## src/rtl/fru_pkg.sv

```systemverilog
package fru_pkg;
    localparam int WORD_W    = 32;
    localparam int SEQ_W     = 16;
    localparam int LEN_BIT   = 31;
    localparam int OCC_LIMIT = 4;

    typedef struct packed {
        logic              wide;
        logic [WORD_W-1:0] hi;
        logic [WORD_W-1:0] lo;
        logic [SEQ_W-1:0]  seq;
    } ibuf_entry_t;

    function automatic logic starts_wide(input logic [WORD_W-1:0] w);
        return w[LEN_BIT];
    endfunction
endpackage

```

## src/rtl/fru_slot_fifo.sv

```systemverilog
module fru_slot_fifo
    import fru_pkg::*;
#(
    parameter int DEPTH = 12,
    parameter int CNT_W = 4
) (
    input  logic              clk,
    input  logic              rst,
    input  logic              push,
    input  ibuf_entry_t       push_data,
    input  logic              pop,
    output ibuf_entry_t       head,
    output logic [CNT_W-1:0]  count,
    output logic              full
);
    localparam int PTR_W = (DEPTH > 1) ? $clog2(DEPTH) : 1;
    localparam logic [PTR_W-1:0] LAST_PTR = PTR_W'(DEPTH - 1);

    ibuf_entry_t       mem [DEPTH];
    logic [PTR_W-1:0]  wr_ptr, rd_ptr;
    logic              do_push, do_pop;

    assign full    = (count == CNT_W'(DEPTH));
    assign do_push = push && !full;
    assign do_pop  = pop && (count != '0);
    assign head    = mem[rd_ptr];

    always_ff @(posedge clk) begin
        if (do_push) mem[wr_ptr] <= push_data;
    end

    always_ff @(posedge clk) begin
        if (rst) begin
            wr_ptr <= '0;
            rd_ptr <= '0;
            count  <= '0;
        end else begin
            if (do_push) wr_ptr <= (wr_ptr == LAST_PTR) ? '0 : wr_ptr + 1'b1;
            if (do_pop)  rd_ptr <= (rd_ptr == LAST_PTR) ? '0 : rd_ptr + 1'b1;
            case ({do_push, do_pop})
                2'b10:   count <= count + 1'b1;
                2'b01:   count <= count - 1'b1;
                default: count <= count;
            endcase
        end
    end
endmodule

```

## src/rtl/fru_unpack_seq.sv

```systemverilog
module fru_unpack_seq
    import fru_pkg::*;
#(
    parameter int NUM_SLOTS = 4,
    parameter int SLOT_W    = 2,
    parameter int CNT_W     = 4
) (
    input  logic                             clk,
    input  logic                             rst,
    input  logic                             rsp_valid,
    output logic                             rsp_ready,
    input  logic [SLOT_W-1:0]                rsp_slot,
    input  logic [WORD_W-1:0]                rsp_word,
    input  logic                             rsp_last,
    input  logic                             drop_valid,
    input  logic [SLOT_W-1:0]                drop_slot,
    input  logic [NUM_SLOTS-1:0][CNT_W-1:0]  slot_cnt,
    input  logic [NUM_SLOTS-1:0]             slot_full,
    output logic [NUM_SLOTS-1:0]             wr_en,
    output ibuf_entry_t                      wr_data,
    output logic                             in_rsp,
    output logic                             done_valid,
    output logic [SLOT_W-1:0]                done_slot,
    output logic                             err_occ,
    output logic                             err_drop,
    output logic                             err_trunc
);
    logic                  in_rsp_q, dropping_q, have_lo_q;
    logic [SLOT_W-1:0]     cur_q;
    logic [WORD_W-1:0]     lo_q;
    logic [NUM_SLOTS-1:0]  drop_q, drop_nxt;
    logic [SEQ_W-1:0]      seq_q;

    logic [SLOT_W-1:0]     tgt;
    logic                  drop_now, accept, first, keep, is_wide, write, trunc;

    assign in_rsp = in_rsp_q;

    always_comb begin
        tgt       = in_rsp_q ? cur_q : rsp_slot;
        drop_now  = in_rsp_q ? dropping_q : drop_q[rsp_slot];
        rsp_ready = !slot_full[tgt] || drop_now;
        accept    = rsp_valid && rsp_ready;
        first     = accept && !in_rsp_q;
        keep      = accept && !drop_now;
        is_wide   = starts_wide(rsp_word);
        write     = keep && (have_lo_q || !is_wide);
        trunc     = keep && !have_lo_q && is_wide && rsp_last;

        wr_data.wide = have_lo_q;
        wr_data.lo   = have_lo_q ? lo_q : rsp_word;
        wr_data.hi   = have_lo_q ? rsp_word : '0;
        wr_data.seq  = seq_q;
        wr_en        = write ? (NUM_SLOTS'(1) << tgt) : '0;

        drop_nxt = drop_q;
        if (first && drop_now) drop_nxt[tgt] = 1'b0;
        if (drop_valid)        drop_nxt[drop_slot] = 1'b1;
    end

    always_ff @(posedge clk) begin
        if (rst) begin
            in_rsp_q   <= 1'b0;
            dropping_q <= 1'b0;
            have_lo_q  <= 1'b0;
            cur_q      <= '0;
            lo_q       <= '0;
            drop_q     <= '0;
            seq_q      <= '0;
            done_valid <= 1'b0;
            done_slot  <= '0;
            err_occ    <= 1'b0;
            err_drop   <= 1'b0;
            err_trunc  <= 1'b0;
        end else begin
            if (accept) begin
                in_rsp_q   <= !rsp_last;
                cur_q      <= tgt;
                dropping_q <= drop_now;
                have_lo_q  <= keep && !have_lo_q && is_wide && !rsp_last;
                if (!have_lo_q) lo_q <= rsp_word;
            end
            if (write) seq_q <= seq_q + 1'b1;
            drop_q     <= drop_nxt;
            done_valid <= accept && rsp_last;
            done_slot  <= tgt;
            err_occ    <= first && (slot_cnt[tgt] > CNT_W'(OCC_LIMIT));
            err_drop   <= first && drop_now && (slot_cnt[tgt] != '0);
            err_trunc  <= trunc;
        end
    end
endmodule

```

## src/rtl/fetch_unpack.sv

```systemverilog
module fetch_unpack
    import fru_pkg::*;
#(
    parameter int  NUM_SLOTS      = 4,
    parameter int  WORDS_PER_LINE = 8,
    localparam int SLOT_W         = (NUM_SLOTS > 1) ? $clog2(NUM_SLOTS) : 1,
    localparam int DEPTH          = OCC_LIMIT + WORDS_PER_LINE,
    localparam int CNT_W          = $clog2(DEPTH + 1)
) (
    input  logic               clk,
    input  logic               rst,
    input  logic               rsp_valid,
    output logic               rsp_ready,
    input  logic [SLOT_W-1:0]  rsp_slot,
    input  logic [31:0]        rsp_word,
    input  logic               rsp_last,
    input  logic               drop_valid,
    input  logic [SLOT_W-1:0]  drop_slot,
    input  logic [SLOT_W-1:0]  rd_slot,
    input  logic               rd_pop,
    output logic               rd_valid,
    output logic               rd_wide,
    output logic [31:0]        rd_lo,
    output logic [31:0]        rd_hi,
    output logic [15:0]        rd_seq,
    output logic [CNT_W-1:0]   rd_count,
    output logic               done_valid,
    output logic [SLOT_W-1:0]  done_slot,
    output logic               err_occ,
    output logic               err_drop,
    output logic               err_trunc
);
    logic [NUM_SLOTS-1:0][CNT_W-1:0] slot_cnt;
    logic [NUM_SLOTS-1:0]            slot_full;
    logic [NUM_SLOTS-1:0]            wr_en;
    logic [NUM_SLOTS-1:0]            pop_en;
    ibuf_entry_t                     wr_data;
    ibuf_entry_t                     heads [NUM_SLOTS];
    ibuf_entry_t                     rd_head;
    logic                            rsp_in_prog;

    fru_unpack_seq #(
        .NUM_SLOTS (NUM_SLOTS),
        .SLOT_W    (SLOT_W),
        .CNT_W     (CNT_W)
    ) u_seq (
        .clk        (clk),
        .rst        (rst),
        .rsp_valid  (rsp_valid),
        .rsp_ready  (rsp_ready),
        .rsp_slot   (rsp_slot),
        .rsp_word   (rsp_word),
        .rsp_last   (rsp_last),
        .drop_valid (drop_valid),
        .drop_slot  (drop_slot),
        .slot_cnt   (slot_cnt),
        .slot_full  (slot_full),
        .wr_en      (wr_en),
        .wr_data    (wr_data),
        .in_rsp     (rsp_in_prog),
        .done_valid (done_valid),
        .done_slot  (done_slot),
        .err_occ    (err_occ),
        .err_drop   (err_drop),
        .err_trunc  (err_trunc)
    );

    for (genvar s = 0; s < NUM_SLOTS; s++) begin : g_slot
        assign pop_en[s] = rd_pop && rd_valid && (rd_slot == SLOT_W'(s));
        fru_slot_fifo #(
            .DEPTH (DEPTH),
            .CNT_W (CNT_W)
        ) u_fifo (
            .clk       (clk),
            .rst       (rst),
            .push      (wr_en[s]),
            .push_data (wr_data),
            .pop       (pop_en[s]),
            .head      (heads[s]),
            .count     (slot_cnt[s]),
            .full      (slot_full[s])
        );
    end

    always_comb begin
        rd_count = slot_cnt[rd_slot];
        rd_valid = (rd_count != '0);
        rd_head  = heads[rd_slot];
        rd_wide  = rd_head.wide;
        rd_lo    = rd_head.lo;
        rd_hi    = rd_head.hi;
        rd_seq   = rd_head.seq;
    end
endmodule

```

## config.mk

```make
export PLATFORM = sky130hd
export DESIGN_NAME = fetch_unpack
export DESIGN_NICKNAME = d
export VERILOG_FILES = /design/src/rtl/fru_pkg.sv /design/src/rtl/fru_slot_fifo.sv /design/src/rtl/fru_unpack_seq.sv /design/src/rtl/fetch_unpack.sv
export SDC_FILE = /design/constraint.sdc
export NUM_CORES = 2
export LEC_CHECK = 0
export BUFFER_PORTS_ARGS = -buffer_cell sky130_fd_sc_hd__buf_2
export CAP_MARGIN = 20
export CORE_ASPECT_RATIO = 1.1
export CORE_MARGIN = 3
export CORE_UTILIZATION = 55
export CTS_CLUSTER_DIAMETER = 30
export DETAILED_ROUTE_END_ITERATION = 16
export PLACE_DENSITY = 0.71
export SLEW_MARGIN = 20
export SYNTH_ARGS = -nofsm -noshare
export SYNTH_HDL_FRONTEND = slang
export SYNTH_HIERARCHICAL = 1
export SYNTH_SLANG_ARGS = --single-unit
```

## constraint.sdc

```tcl
create_clock -name clk -period 26.5 [get_ports clk]
set_input_delay 3.975 -clock clk [delete_from_list [all_inputs] [get_ports clk]]
set_output_delay 3.975 -clock clk [all_outputs]
set_load 0.005 [all_outputs]
```

==> results <==
- Before antenna repair, the detailed router went through 6 iterations.
- For this configuration, the core starts out at a cell density of 0.554.
- The placed wire-length estimate is roughly 220 mm.
- The number of top-level pins is between 100 and 150.
- The critical path is of the in -> out type.
- The number of buffers between clock root and the deepest sink is 4.
- Setup violations remaining at the end of the flow were counted as 0.
- The post-synthesis area per instance is 22.0 sq um.
- The number of post-CTS setup repair buffers is 0.
- The flow ran to the end, and the final reports show no timing, DRC or antenna violations.
- The power per unit of standard cell area is approximately 84 mW/mm^2.
- The maximum number of pins on one net before global-route repair is 122.
- The floorplan die area is 0.290 sq mm.
- The stage delay of the slowest cell on the critical path is about 0.67 ns.
- The layout overhead on the synthesized area is 16.7%.
- The instance area after placement is 0.161 sq mm.
- The first global-routing pass estimated 589 mm of wire.
- Setup repair after global routing left no endpoint under its margin.
- The number of max-slew violations in the final report is 0.
- The remaining antenna violation count is 0.
- On the critical path, the stage with the largest delay is an instance of buf_4.
- In this run, synthesis inferred about 3.9k flip-flops with an integrated enable.
- The top achievable clock speed is 93.8 MHz.
- Max-cap violations in this run came to 0.
- The flip-flop cell with the highest count after synthesis is edfxtp_1.
- In the global route stage, overall resource usage came out at 0.286.
- In the routed layout, each cell is associated on average with a via count of ~6.6.
- The final-report hold violation count was 0.
- The DRC violation count after routing is 0.
- The number of DRC markers in iteration 0 is 11.4k.
- The yosys synthesis warning count is 6.
- The setup TNS after final layout is 0 ns.
- For the finished layout, the period the worst path requires is 10.67 ns.
- At the pin with the least slew margin, the transition time is about 1.2 ns.
- Once routing completed, OpenROAD measured the worst setup slack at 15.83 ns.
- In this run the register-to-register setup slack is 21.16 ns.
- The count of buffers added on input and output ports is between 100 and 150.
- The final routed wirelength across all metal layers is 412 mm.
- Across all layers, the routed design uses just under 80k vias.
- The worst setup path is captured at an output port.
- The per-cell routed wire length is ~35 microns.
- Once the clock tree was built, the resizer swapped 0 gates to a different size.
- Traced cell by cell, the critical path runs through buf_8, buf_4, buf_4, mux4_2, buf_2.
- STA puts the critical path data required time at 22.52 ns.
- The core region is ~0.28 sq mm.
- The number of hold buffers added after CTS was 0.
- The cell area that synthesis handed to floorplanning was 0.156 sq mm.
- Across the VDD grid, the largest voltage drop is 0.0827 mV.
- The worst-case clock skew is 0.101 ns.
- The worst setup path is launched from a primary input.
- The root cell of the clock tree is clkbuf_16.
- The number of H-tree levels is 6.
- After the last flow step, the layout net total stands at approximately 7.7k.
- The number of sinks handled by clock tree synthesis is between 4k and 5k.
- The congestion estimate from routability-driven global placement came to approximately 0.80.
- From bottom edge to top edge, the die measures 564 microns.
- For this run, the register share of the synthesized area comes to 0.766.
- The top-area cell type share of the netlist area is 0.750.
- The most common cell after layout, fill and taps aside is edfxtp_1.
- The total leakage power is 56.2 nW.
- The placement row count is 204.
- The insertion delay to the later sink of the worst-skew pair is 0.98 ns.
- Sorting the synthesized cells by area gives the leading types as edfxtp_1 75%, mux4_2 15%, mux2i_1 2.2%.
- In this run the worst hold path is classified as reg -> reg.
- The synthesized netlist contains 54 unique library cells.
- In this run, CTS created clock tree buffers numbering roughly 610.
- The relative max-transition margin is 0.190.
- The fraction of the cycle the final worst path needs is 0.402.
- After synthesis, the share of flip-flops with an asynchronous set or reset is 0.
- After clock tree synthesis, the clock-pin slew on the worst setup and hold paths is 0.05 ns.
- The net count after synthesis is ~7.2k.
- The most repeated library cell on the critical path is buf_4.
- The initial antenna violation count is 23.
- The via count of the first global-routing pass is 80.2k.
- The critical path contains buffers and inverters numbering 4 combined.
- Along the worst path, the maximum fanout reaches 38.
- In the final layout, the share of cells above drive strength 1 is 0.310.
- The overall overflow remaining after global route is 0.
- The count of mapped cells out of synthesis is 7080.
- The worst setup timing slack at the placement stage is 15.72 ns.
- The most area-hungry cell type in the Yosys netlist is edfxtp_1.
- At the worst endpoint, the arrival time is 6.69 ns.
- The clock tree from TritonCTS is done.
- From left edge to right edge, the die measures 513 microns.
- At the end of the flow the core is filled with cells to 0.646.
- In this run, synthesis produced a sequential element count of approximately 4k.
- The library cells used most frequently in the layout, excluding fill and tap cells, are 3888 x edfxtp_1, 1061 x mux4_2, 621 x clkbuf_16, 368 x nand2_1, 338 x mux2i_1.
- After routing the design area is 0.182 sq mm.
- In this design, the largest share of critical-path delay is due to buffers and inverters.
[state kept, by name, summed over array words and instances (netlist names), 2 cells and up, named ones only]
name and count:
u_seq/seq_q 16, u_seq/done_slot 2, u_seq/lo_q 32, g_slot.u_fifo/mem 3888
u_seq/drop_q 4, g_slot.u_fifo/rd_ptr 16, u_seq/cur_q 2, g_slot.u_fifo/count 16
g_slot.u_fifo/wr_ptr 16
[stage by stage]
stage | total power, W | hold WS, ns | std cells
final | 0.0153 | 0.459 | 11832
after floorplan | 0.00720 | 0.430 | 7080
after global routing | 0.0156 | 0.467 | 11825
after global placement | 0.00731 | 0.440 | 10708
after CTS | 0.0153 | 0.457 | 11822
after detailed placement | 0.00732 | 0.442 | 10712
[metal layers]
metal	vias to the layer above	part of all wire	global-route usage	wire, microns
met1	41618	0.36	0.397	150000
met3	800	0.11	0.0641	46400
met5	-	0.000078	0	32
met2	5040	0.48	0.449	198000
met4	4	0.043	0.114	17500
li1	30906	-	-	-
[kinds of logic (layout without fill, tap and decap cells)]
group,after synthesis,in the layout,share of synthesized area
simple gates,589,589,0.0177
compound gates,523,523,0.0190
other cells,0,9,0
xor+xnor,12,12,0.000675
fa+ha+maj,33,33,0.00265
flops,4015,4015,0.766
buf+inv,469,1504,0.0160
mux,1439,1439,0.178
[cell type report]
cell class              count  area [sq um]
fillers                 17809         99600
diodes                      9          22.5
well taps                3708          4640
flip-flops and latches   4015        119000
clock buffers             677         15800
repair buffers            319          2270
clock inverters           433          5140
inverters                  75           302
multi-input cells        2596         34200
[power by group]
part           internal, W  switching [W]  total, W
sequential         0.00696     0.00000845   0.00697
clock              0.00508        0.00299   0.00807
combinational    0.0000537       0.000171  0.000224
total               0.0121        0.00317    0.0153
[cells in the mapped netlist, drive strengths merged (2+ instances only)]
master	n
nor2	49
mux2	40
nor3	11
a2111oi	5
and4bb	4
and3	24
nor4b	2
mux2i	338
o41ai	4
nand3b	2
a21oi	61
nand3	8
a211oi	65
nand2	368
nand2b	8
or4	10
a311oi	9
or3	6
nor2b	14
o21ai	349
dfxtp	127
nand4	10
mux4	1061
buf	222
nor3b	17
a31oi	5
clkbuf	172
and3b	12
o22ai	4
and4	2
and2	35
nor4	5
a32o	4
edfxtp	3888
xor2	12
o31ai	11
ha	33
inv	74
[path summary, 6_finish.rpt]
check / cells after the start / start / endpoint
setup / recovery: 5 / rd_slot[0] / rd_lo[31]
hold / removal: 2 / u_seq/lo_q[2]$_SDFFE_PP0N_ / u_seq/lo_q[2]$_SDFFE_PP0N_
setup reg to reg: 8 / u_seq/drop_q[3]$_SDFF_PP0_ / g_slot[0].u_fifo/mem[1][68]$_DFFE_PP_
hold reg to reg: 2 / u_seq/lo_q[2]$_SDFFE_PP0N_ / u_seq/lo_q[2]$_SDFFE_PP0N_
[worst min-delay path, delay by kind of cell (launching register included)]
family                 cells  cell delay, ns
buffers and inverters      1            0.05
flip-flops                 1            0.31
AO/OA/AOI/OAI              1            0.05
Note: power is estimated with default switching activity, not from simulation.
